$ cat src/rtl/loop_branch_ctl.sv
module loop_branch_ctl #(
  parameter int CNT_W = 16,
  parameter int DRN_W = 6
) (
  input  logic             clk,
  input  logic             rst_n,
  input  logic             iter_ld_i,
  input  logic [CNT_W-1:0] iter_val_i,
  input  logic             drain_ld_i,
  input  logic [DRN_W-1:0] drain_val_i,
  input  logic             br_req_i,
  input  logic             br_pipe_i,
  output logic             res_valid_o,
  output logic             res_taken_o,
  output logic             rot_o,
  output logic             stage_pred_we_o,
  output logic             stage_pred_o,
  output logic [CNT_W-1:0] iter_cnt_o,
  output logic [DRN_W-1:0] drain_cnt_o
);

  logic [CNT_W-1:0] iter_q, iter_eff, iter_nx;
  logic [DRN_W-1:0] drain_q, drain_eff, drain_nx;
  logic taken_nx, rot_nx, we_nx, pred_nx;

  // loads are applied before the request is evaluated
  assign iter_eff  = iter_ld_i  ? iter_val_i  : iter_q;
  assign drain_eff = drain_ld_i ? drain_val_i : drain_q;

  always_comb begin
    iter_nx  = iter_eff;
    drain_nx = drain_eff;
    taken_nx = 1'b0;
    rot_nx   = 1'b0;
    we_nx    = 1'b0;
    pred_nx  = 1'b0;
    if (br_req_i) begin
      if (iter_eff != '0) begin
        iter_nx  = iter_eff - CNT_W'(1);
        taken_nx = 1'b1;
        rot_nx   = br_pipe_i;
        we_nx    = br_pipe_i;
        pred_nx  = br_pipe_i;
      end else if (br_pipe_i) begin
        rot_nx   = 1'b1;
        we_nx    = 1'b1;
        taken_nx = (drain_eff > DRN_W'(1));
        if (drain_eff != '0) drain_nx = drain_eff - DRN_W'(1);
      end
    end
  end

  always_ff @(posedge clk or negedge rst_n) begin
    if (!rst_n) begin
      iter_q          <= '0;
      drain_q         <= '0;
      res_valid_o     <= 1'b0;
      res_taken_o     <= 1'b0;
      rot_o           <= 1'b0;
      stage_pred_we_o <= 1'b0;
      stage_pred_o    <= 1'b0;
    end else begin
      iter_q          <= iter_nx;
      drain_q         <= drain_nx;
      res_valid_o     <= br_req_i;
      res_taken_o     <= taken_nx;
      rot_o           <= rot_nx;
      stage_pred_we_o <= we_nx;
      stage_pred_o    <= pred_nx;
    end
  end

  assign iter_cnt_o  = iter_q;
  assign drain_cnt_o = drain_q;

  AST_VALID_AFTER_REQ: assert property (@(posedge clk) disable iff (!rst_n)
    br_req_i |=> res_valid_o);
  AST_QUIET_AFTER_IDLE: assert property (@(posedge clk) disable iff (!rst_n)
    !br_req_i |=> !res_valid_o && !rot_o && !stage_pred_we_o && !res_taken_o);
  AST_ITER_DECREMENT: assert property (@(posedge clk) disable iff (!rst_n)
    (br_req_i && !iter_ld_i && iter_cnt_o != '0) |=> iter_cnt_o == $past(iter_cnt_o) - CNT_W'(1));
  AST_SIMPLE_NO_ROT: assert property (@(posedge clk) disable iff (!rst_n)
    (br_req_i && !br_pipe_i) |=> !rot_o && !stage_pred_we_o);
  AST_SIMPLE_DRAIN_HELD: assert property (@(posedge clk) disable iff (!rst_n)
    (br_req_i && !br_pipe_i && !drain_ld_i) |=> $stable(drain_cnt_o));
  AST_PIPE_ROTATES: assert property (@(posedge clk) disable iff (!rst_n)
    (br_req_i && br_pipe_i) |=> rot_o && stage_pred_we_o);
  AST_PRED_SET_TAKEN: assert property (@(posedge clk) disable iff (!rst_n)
    stage_pred_o |-> res_taken_o && rot_o && stage_pred_we_o);
  AST_FALL_DRAINED: assert property (@(posedge clk) disable iff (!rst_n)
    (rot_o && !res_taken_o) |-> drain_cnt_o == '0 && !stage_pred_o);

endmodule

$ cat config.mk
export PLATFORM = sky130hd
export DESIGN_NAME = loop_branch_ctl
export DESIGN_NICKNAME = d
export VERILOG_FILES = /design/src/rtl/loop_branch_ctl.sv
export SDC_FILE = /design/constraint.sdc
export NUM_CORES = 1
export LEC_CHECK = 0
export ABC_AREA = 1
export BUFFER_PORTS_ARGS = -buffer_cell sky130_fd_sc_hd__buf_2
export CORE_MARGIN = 1.5
export CORE_UTILIZATION = 59
export CTS_CLUSTER_DIAMETER = 60
export DETAILED_ROUTE_END_ITERATION = 8
export PLACE_DENSITY_LB_ADDON = 0.2
export SLEW_MARGIN = 20
export SYNTH_ARGS = -nofsm -noshare
export SYNTH_HDL_FRONTEND = slang
export SYNTH_SLANG_ARGS = --single-unit
$ cat constraint.sdc
create_clock -name clk -period 4.83 [get_ports clk]
set_input_delay 0.966 -clock clk [delete_from_list [all_inputs] [get_ports clk]]
set_output_delay 0.966 -clock clk [all_outputs]
set_load 0.03 [all_outputs]
* After elaboration in Yosys (flattened, before gate mapping)
Index checks and enable logic that the tools add are counted.
W data, S select, Z words.
** Word-level totals
- Register bits :: 26
- Logic and storage cells :: 27
- Input bits :: 28
- Output and inout bits :: 27
** Cells by class
- $add $sub $neg :: 2
- Muxes and demuxes :: 16
- $lt $le $gt $ge :: 1
- Reduce and logical (&&, ||, !) cells :: 2
** Operator list (count)
- $mux W16 :: 3
- $mux W6 :: 5
- $reduce_bool A16 Y1 :: 1
- $sub A16 B1 Y16 const B :: 1
- $mux W1 :: 8
- $gt A6 B1 Y1 const B :: 1
- $reduce_bool A6 Y1 :: 1
- $sub A6 B1 Y6 const B :: 1

* Longest topological paths before layout
Gate-level depths: netlist of run 1.
- Depth after elaboration :: 6
- Gate-level depth with buffers :: 15
- Depth with buffers taken out :: 13

* Least setup slack after synthesis of run 1
Ideal clock, no wire load.
- Path kind :: input to register
- From :: in iter_ld_i
- To :: reg iter_q[3] (netlist: iter_cnt_o[3])
- Cell stages on the path :: 11
- Arrival :: 2.417 ns
- Path slack :: 2.290 ns
- Required time :: 4.707 ns
- Path through :: buf_6 buf_6 o21ai_2 ha_1 nand3_2 nor2_2 nand2_2 o21ai_4 nor2_1 nand2_1 nand2_1
** On the way
- Longest elaborated chain between the ends :: 4
- Elaborated cells on any way between the ends :: 5
** RTL lines
- start: declaration :: line 7 : input logic iter_ld_i,
- $mux W16 (*) :: line 27 : assign iter_eff = iter_ld_i ? iter_val_i : iter_q;
- $sub A16 B1 Y16 / $reduce_bool A16 Y1 (equally long branches) :: line 39, 38
- $mux W16 :: line 38 : if (iter_eff != '0) begin
- $mux W16 (*) :: line 37 : if (br_req_i) begin
- via iter_nx[3] :: line 22 : logic [CNT_W-1:0] iter_q, iter_eff, iter_nx;
- end signal: assignment :: line 63 : iter_q <= iter_nx;
- end: declaration :: line 22
Mark *: on every way through the listed nets, which the timed path passes. The rest lies on a longest branch.

* Worst setup path in the final report of run 1
Same ends and word-level chain as after synthesis.

==> results.yml, run 1 <==
layout:
  drive_gt1_share_pct: 25.06
  nets: 450
  fin_util_pct: 69.90
  fillCellCount: 353
  seq_area_um2: 650.6
  area_growth_pct: 11.79
  final_cell_mix: "nand2_1, buf_2, inv_1"
  n_antenna_cell: 0
  fin_cells: 463
  multi_input_comb_area_mm2: 0.001371
  final_common_cell: "nand2_1"
sta:
  rsz0062_at_grt: "false"
  final_hold_viol_count: 0
  fin_skew_ns: 0.006443
  relSlewSlack_pct: 56.78
  fin_crit_sh_pct: 57.51
  tns_ns: 0
  min_period_ns: 2.778
  tightest_slew_ns: 0.6483
  max_freq_ghz: 0.3600
  slew_viol_final: 0
  setup_viol: 0
critical_path:
  rr_endpoint: "iter_cnt_o[3]"
  r2r_slack_ns: 2.94
  crit_path_end: "iter_cnt_o[3]"
  crit_start: "iter_ld_i"
  crit_type: "input pin to flip-flop"
  worstSetupEndpointType: "flip-flop"
  required_ns: 5.00
  crit_path_max_fanout: 37
  reg2reg_from: "iter_cnt_o[0]"
  r2r_cells: 9
  cp-start-kind: "input pin"
  arrival_ns: 2.94
floorplan:
  start_util_pct: 62.53
  die-area_mm2: 0.004324
  io_pins: 55
  core_area_mm2: 0.003716
  fp.dieW_um: 65.76
  rows: 22
  chipHeight_um: 65.76
grt:
  antenna_found_initial: 0
  track_usage_pct: 27.91
  grt_pass1_vias: 2191
  grt_pass1_wl_um: 9377
  grt-ovfl-total: 0
  grt_max_degree: 38
route:
  first_pass_iters: 4
  route.detailed.drc: 0
  ant_nets: 0
  wire_per_inst_um: 11.80
  drtIter0Drc: 166
  finalWirelength_um: 5463
  vias: 2352
  vias_per_cell: 5.080
logic_synthesis:
  synth.largest_area_cell: "dfrtp_1"
  syn_area_per_cell_um2: 6.314
  ys_types: 29
  synth-seq-area-share_pct: 28.00
  syn_inst: 368
  synth_top_area_share_pct: 28.00
  syn-num-nets: 401
  ys_top_cells_by_area: "dfrtp_1, nand2_1, inv_1"
  ys_ff_latch: 26
  ys_warn_count: 0
  synthesis.area_mm2: 0.002323
clock_tree:
  clk_latency_ns: 0.28
  cts_tree: "done"
  htree_levels: 1
  clk_pin_slew_ns: 0.09
  cts_setup_buffers: 0
  cts.hold.buffers_added: 0
  clock-root-buffer: "clkbuf_8"
  post_cts_resized: 0
  clock-sinks: 26
  cts_buffers: 3
  cts_max_path_buffers: 2
power_and_ir_drop:
  power_density_mw_per_mm2: 245.6
  ir_drop_uv: 160.4
  p_leak_nw: 1.492
placement:
  dp_cells: 460
  io_buffers: 54
  dp_hpwl_um: 4189
  gp_congestion: 0.9165
run_status:
  status: "completed"
hold_path:
  holdCritPathClass: "flip-flop to flip-flop"
job:
  cap_violations: 0
==> synthesized netlist by cell type <==
cell type  number
inv_1          51
buf_4           1
nor4_1          1
nand3_2         2
o21ai_4         1
dfrtp_1        26
nor2_2         10
inv_6           1
ha_1            5
nor2_1         32
o21ai_0        12
clkbuf_1        1
o21ai_2         1
buf_2           2
nand4_1         9
nand3b_1        2
nand2_1       141
xor2_1          4
nand3_1        19
nand3b_2        1
nor3_1          1
nor2_4          7
buf_6           5
inv_2           1
o21ai_1         7
nand2_2        22
a21oi_1         1
buf_12          1
nand2_4         1
==> per-layer routing <==
| metal | wire length [um] | GRT usage [%] |
|---|---|---|
| met2 | 2585 | 49.37 |
| met3 | 307 | 3.253 |
| met1 | 2497 | 35.37 |
| met4 | 74 | 8.594 |
| met5 | 0 | 0 |
==> sequential cells by signal (all words and copies together) (netlist names) <==
register and cells:
stage_pred_o 1, drain_cnt_o 6, stage_pred_we_o 1, res_taken_o 1, iter_cnt_o 16, res_valid_o 1
==> cell type report <==
| cell class | count | area share, % |
|---|---|---|
| Clock buffer | 3 | 1.590 |
| Inverter | 53 | 7.852 |
| Multi-Input combinational cell | 279 | 52.79 |
| Sequential cell | 26 | 25.05 |
| Tap cell | 48 | 2.312 |
| Timing Repair Buffer | 54 | 10.40 |
==> worst min-delay path by stage <==
stage / start / end / depth (start not counted)
2_1_floorplan: rst_n / drain_cnt_o[0] / 0
3_3_place_gp: iter_cnt_o[6] / iter_cnt_o[6] / 4
3_5_place_dp: iter_cnt_o[6] / iter_cnt_o[6] / 4
4_1_cts: iter_cnt_o[6] / iter_cnt_o[6] / 4
5_1_grt: iter_cnt_o[6] / iter_cnt_o[6] / 4
6_report: iter_cnt_o[6] / iter_cnt_o[6] / 4
==> power breakdown <==
group	internal (mW)	leakage [nW]	switching, mW
sequential	0.241	0.313	0.0139
combinational	0.0735	1.16	0.181
clock	0.0561	0.0216	0.0730
total	0.370	1.49	0.268
==> cell families (layout without fill, tap and decap cells) <==
group | count (synthesis) | in the layout | share of synthesized area, %
compound gates | 22 | 22 | 5.385
buf+inv | 63 | 110 | 12.98
xor+xnor | 4 | 4 | 1.508
fa+ha+maj | 5 | 5 | 2.693
simple gates | 248 | 248 | 49.43
flops | 26 | 26 | 28.00
==> critical path: stages <==
cell,delay [ns]
buf_2,0.51
inv_6,0.19
nand2_1,0.10
nand2_1,0.08
inv_1,0.09
ha_1,0.18
nand3_2,0.10
nor2_2,0.13
nand2_2,0.11
o21ai_4,0.30
nor2_1,0.07
nand2_1,0.06
nand2_1,0.05
==> per-stage QoR <==
step,setup slack [ns],hold WS (ns),total power [mW],instance area [um^2]
6_report,2.052,0.6340,0.6379,2597
5_1_grt,1.790,0.6958,0.6780,2597
4_1_cts,2.049,0.6437,0.6367,2597
3_5_place_dp,1.793,0.6230,0.5113,2556
3_3_place_gp,1.862,0.5972,0.5056,2556
2_1_floorplan,2.290,0.6704,0.4480,2323
Note: power is estimated with default switching activity, not from simulation.
==> inputs of run 2 (changes only) <==
- CORE_UTILIZATION: 59 -> 49
- clock period: 4.83 -> 2.5 ns (I/O delays scaled with it)
==> run 2 against run 1 <==
Compared with the run above: clock-buffer cell count is the same; sequential power rose by 94%; clock skew shrank 0.0040 ns; largest cell class unchanged; first-iteration DRC count down 6.0%; combinational power up 94%; critical path depth up 1; critical path type unchanged.
==> results.yml, run 2 (same netlist as run 1, synthesis figures left out) <==
run_status:
  status: "completed"
floorplan:
  die-area_mm2: 0.005164
  io_pins: 55
  chipHeight_um: 71.86
  fp.dieW_um: 71.86
  start_util_pct: 52.28
  rows: 24
  core_area_mm2: 0.004444
sta:
  relSlewSlack_pct: 59.71
  min_period_ns: 1.917
  slew_viol_final: 0
  final.setup.worst_slack_ns: 0.5833
  tightest_slew_ns: 0.6044
  tns_ns: 0
  setup_viol: 0
  final_hold_viol_count: 0
  fin_skew_ns: 0.002437
  fin_crit_sh_pct: 76.67
  rsz0062_at_grt: "false"
  max_freq_ghz: 0.5217
  worst_hold_slack_ns: 0.2177
clock_tree:
  clock-sinks: 26
  cts.hold.buffers_added: 0
  htree_levels: 1
  post_cts_resized: 0
  cts_tree: "done"
  clock-root-buffer: "clkbuf_8"
  cts_buffers: 3
  clk_latency_ns: 0.28
  cts_setup_buffers: 0
  clk_pin_slew_ns: 0.10
  cts_max_path_buffers: 2
power_and_ir_drop:
  power_density_mw_per_mm2: 504.3
  swShare_pct: 38.77
  power.share.clock_pct: 26.8
  p_leak_nw: 1.529
  p_comb_share_pct: 36.6
  pwr-share-seq_pct: 36.6
  ir_drop_uv: 297.7
  finalPower_mw: 1.347
  internal_power_mw: 0.8245
  power_switching_mw: 0.5220
critical_path:
  arrival_ns: 2.10
  worst_path_max_delay_cell: "nor2_2"
  cp-start-kind: "input pin"
  crit_path_max_fanout: 22
  path_cells: "buf_2, inv_6, nand2_1, nand2_1, inv_1, ha_1, nand3_2, nor2_2, nand2_2, nor2_4, nor2_2, nand2_1, nand2_1, nand2_1"
  crit_type: "input pin to flip-flop"
  critPathMaxStageDelay_ns: 0.26
  worstSetupEndpointType: "flip-flop"
  timing.critical_path.mode_cell: "nand2_1"
  required_ns: 2.68
grt:
  grt-ovfl-total: 0
  antenna_found_initial: 0
  grt_max_degree: 27
  track_usage_pct: 23.08
  grt_pass1_vias: 2194
  grt_pass1_wl_um: 9632
route:
  first_pass_iters: 7
  drtIter0Drc: 156
  route.detailed.drc: 0
  ant_nets: 0
  vias: 2329
  finalWirelength_um: 5442
  wire_per_inst_um: 11.51
  vias_per_cell: 4.924
layout:
  nets: 455
  drive_gt1_share_pct: 26.13
  final_cell_mix: "nand2_1, buf_2, inv_1"
  area_growth_pct: 14.92
  n_antenna_cell: 0
  final_common_cell: "nand2_1"
  largest_reg_flops: 16
hold_path:
  holdCritPathClass: "input pin to async pin"
placement:
  io_buffers: 54
  post-place-ws_ns: 0.2746
  gp_congestion: 0.8700
  dp_hpwl_um: 4351
job:
  cap_violations: 0
[run 2: cell type report]
class / count / area, um^2
Tap cell: 52 / 65.06
Clock buffer: 3 / 41.29
Fill cell: 449 / 1774
Clock inverter: 1 / 30.03
Multi-Input combinational cell: 279 / 1371
Timing Repair Buffer: 59 / 307.8
Inverter: 53 / 203.9
Sequential cell: 26 / 650.6
[run 2: stage by stage]
step,utilization [%],std cells,cell area (um^2)
2_1_floorplan,-,368,2323
3_3_place_gp,58.47,469,2599
3_5_place_dp,58.47,469,2599
4_1_cts,60.08,473,2670
5_1_grt,60.08,473,2670
6_report,60.08,473,2670
[run 2: metal layers]
layer  vias to the layer above  GRT usage, %  wire, um
li1                       1227             -         -
met1                      1027         31.53      2574
met2                        71         39.71      2536
met3                         4         1.969       290
met4                         0         5.451        40
met5                         -             0         0
[run 2: critical path: cells and delay by family]
kind	cells	cell delay [ns]
adders and majority gates	1	0.22
and+or+nand+nor	10	0.96
buffers and inverters	3	0.41
[run 2: path summary, 6_finish.rpt]
| kind | from | endpoint | slack (ns) | depth (start not counted) |
|---|---|---|---|---|
| worst max-delay path | iter_ld_i | iter_cnt_o[2] | 0.58 | 14 |
| worst min-delay path | rst_n | iter_cnt_o[0] | 0.22 | 1 |
| worst max register to register | iter_cnt_o[0] | iter_cnt_o[11] | 0.62 | 9 |
| worst min register to register | iter_cnt_o[6] | iter_cnt_o[6] | 0.64 | 4 |
| max in group asynchronous | rst_n | iter_cnt_o[12] | 1.89 | 1 |
| min in group clk | br_pipe_i | stage_pred_o | 0.50 | 3 |
[run 2: power by group through the flow]
stage / logic, mW / clock network (mW) / registers (mW)
after global placement: 0.487 / 0 / 0.499
final: 0.493 / 0.361 / 0.492
after floorplan: 0.275 / 0 / 0.590
after detailed placement: 0.493 / 0 / 0.500
after global routing: 0.552 / 0.377 / 0.499
after CTS: 0.496 / 0.365 / 0.493
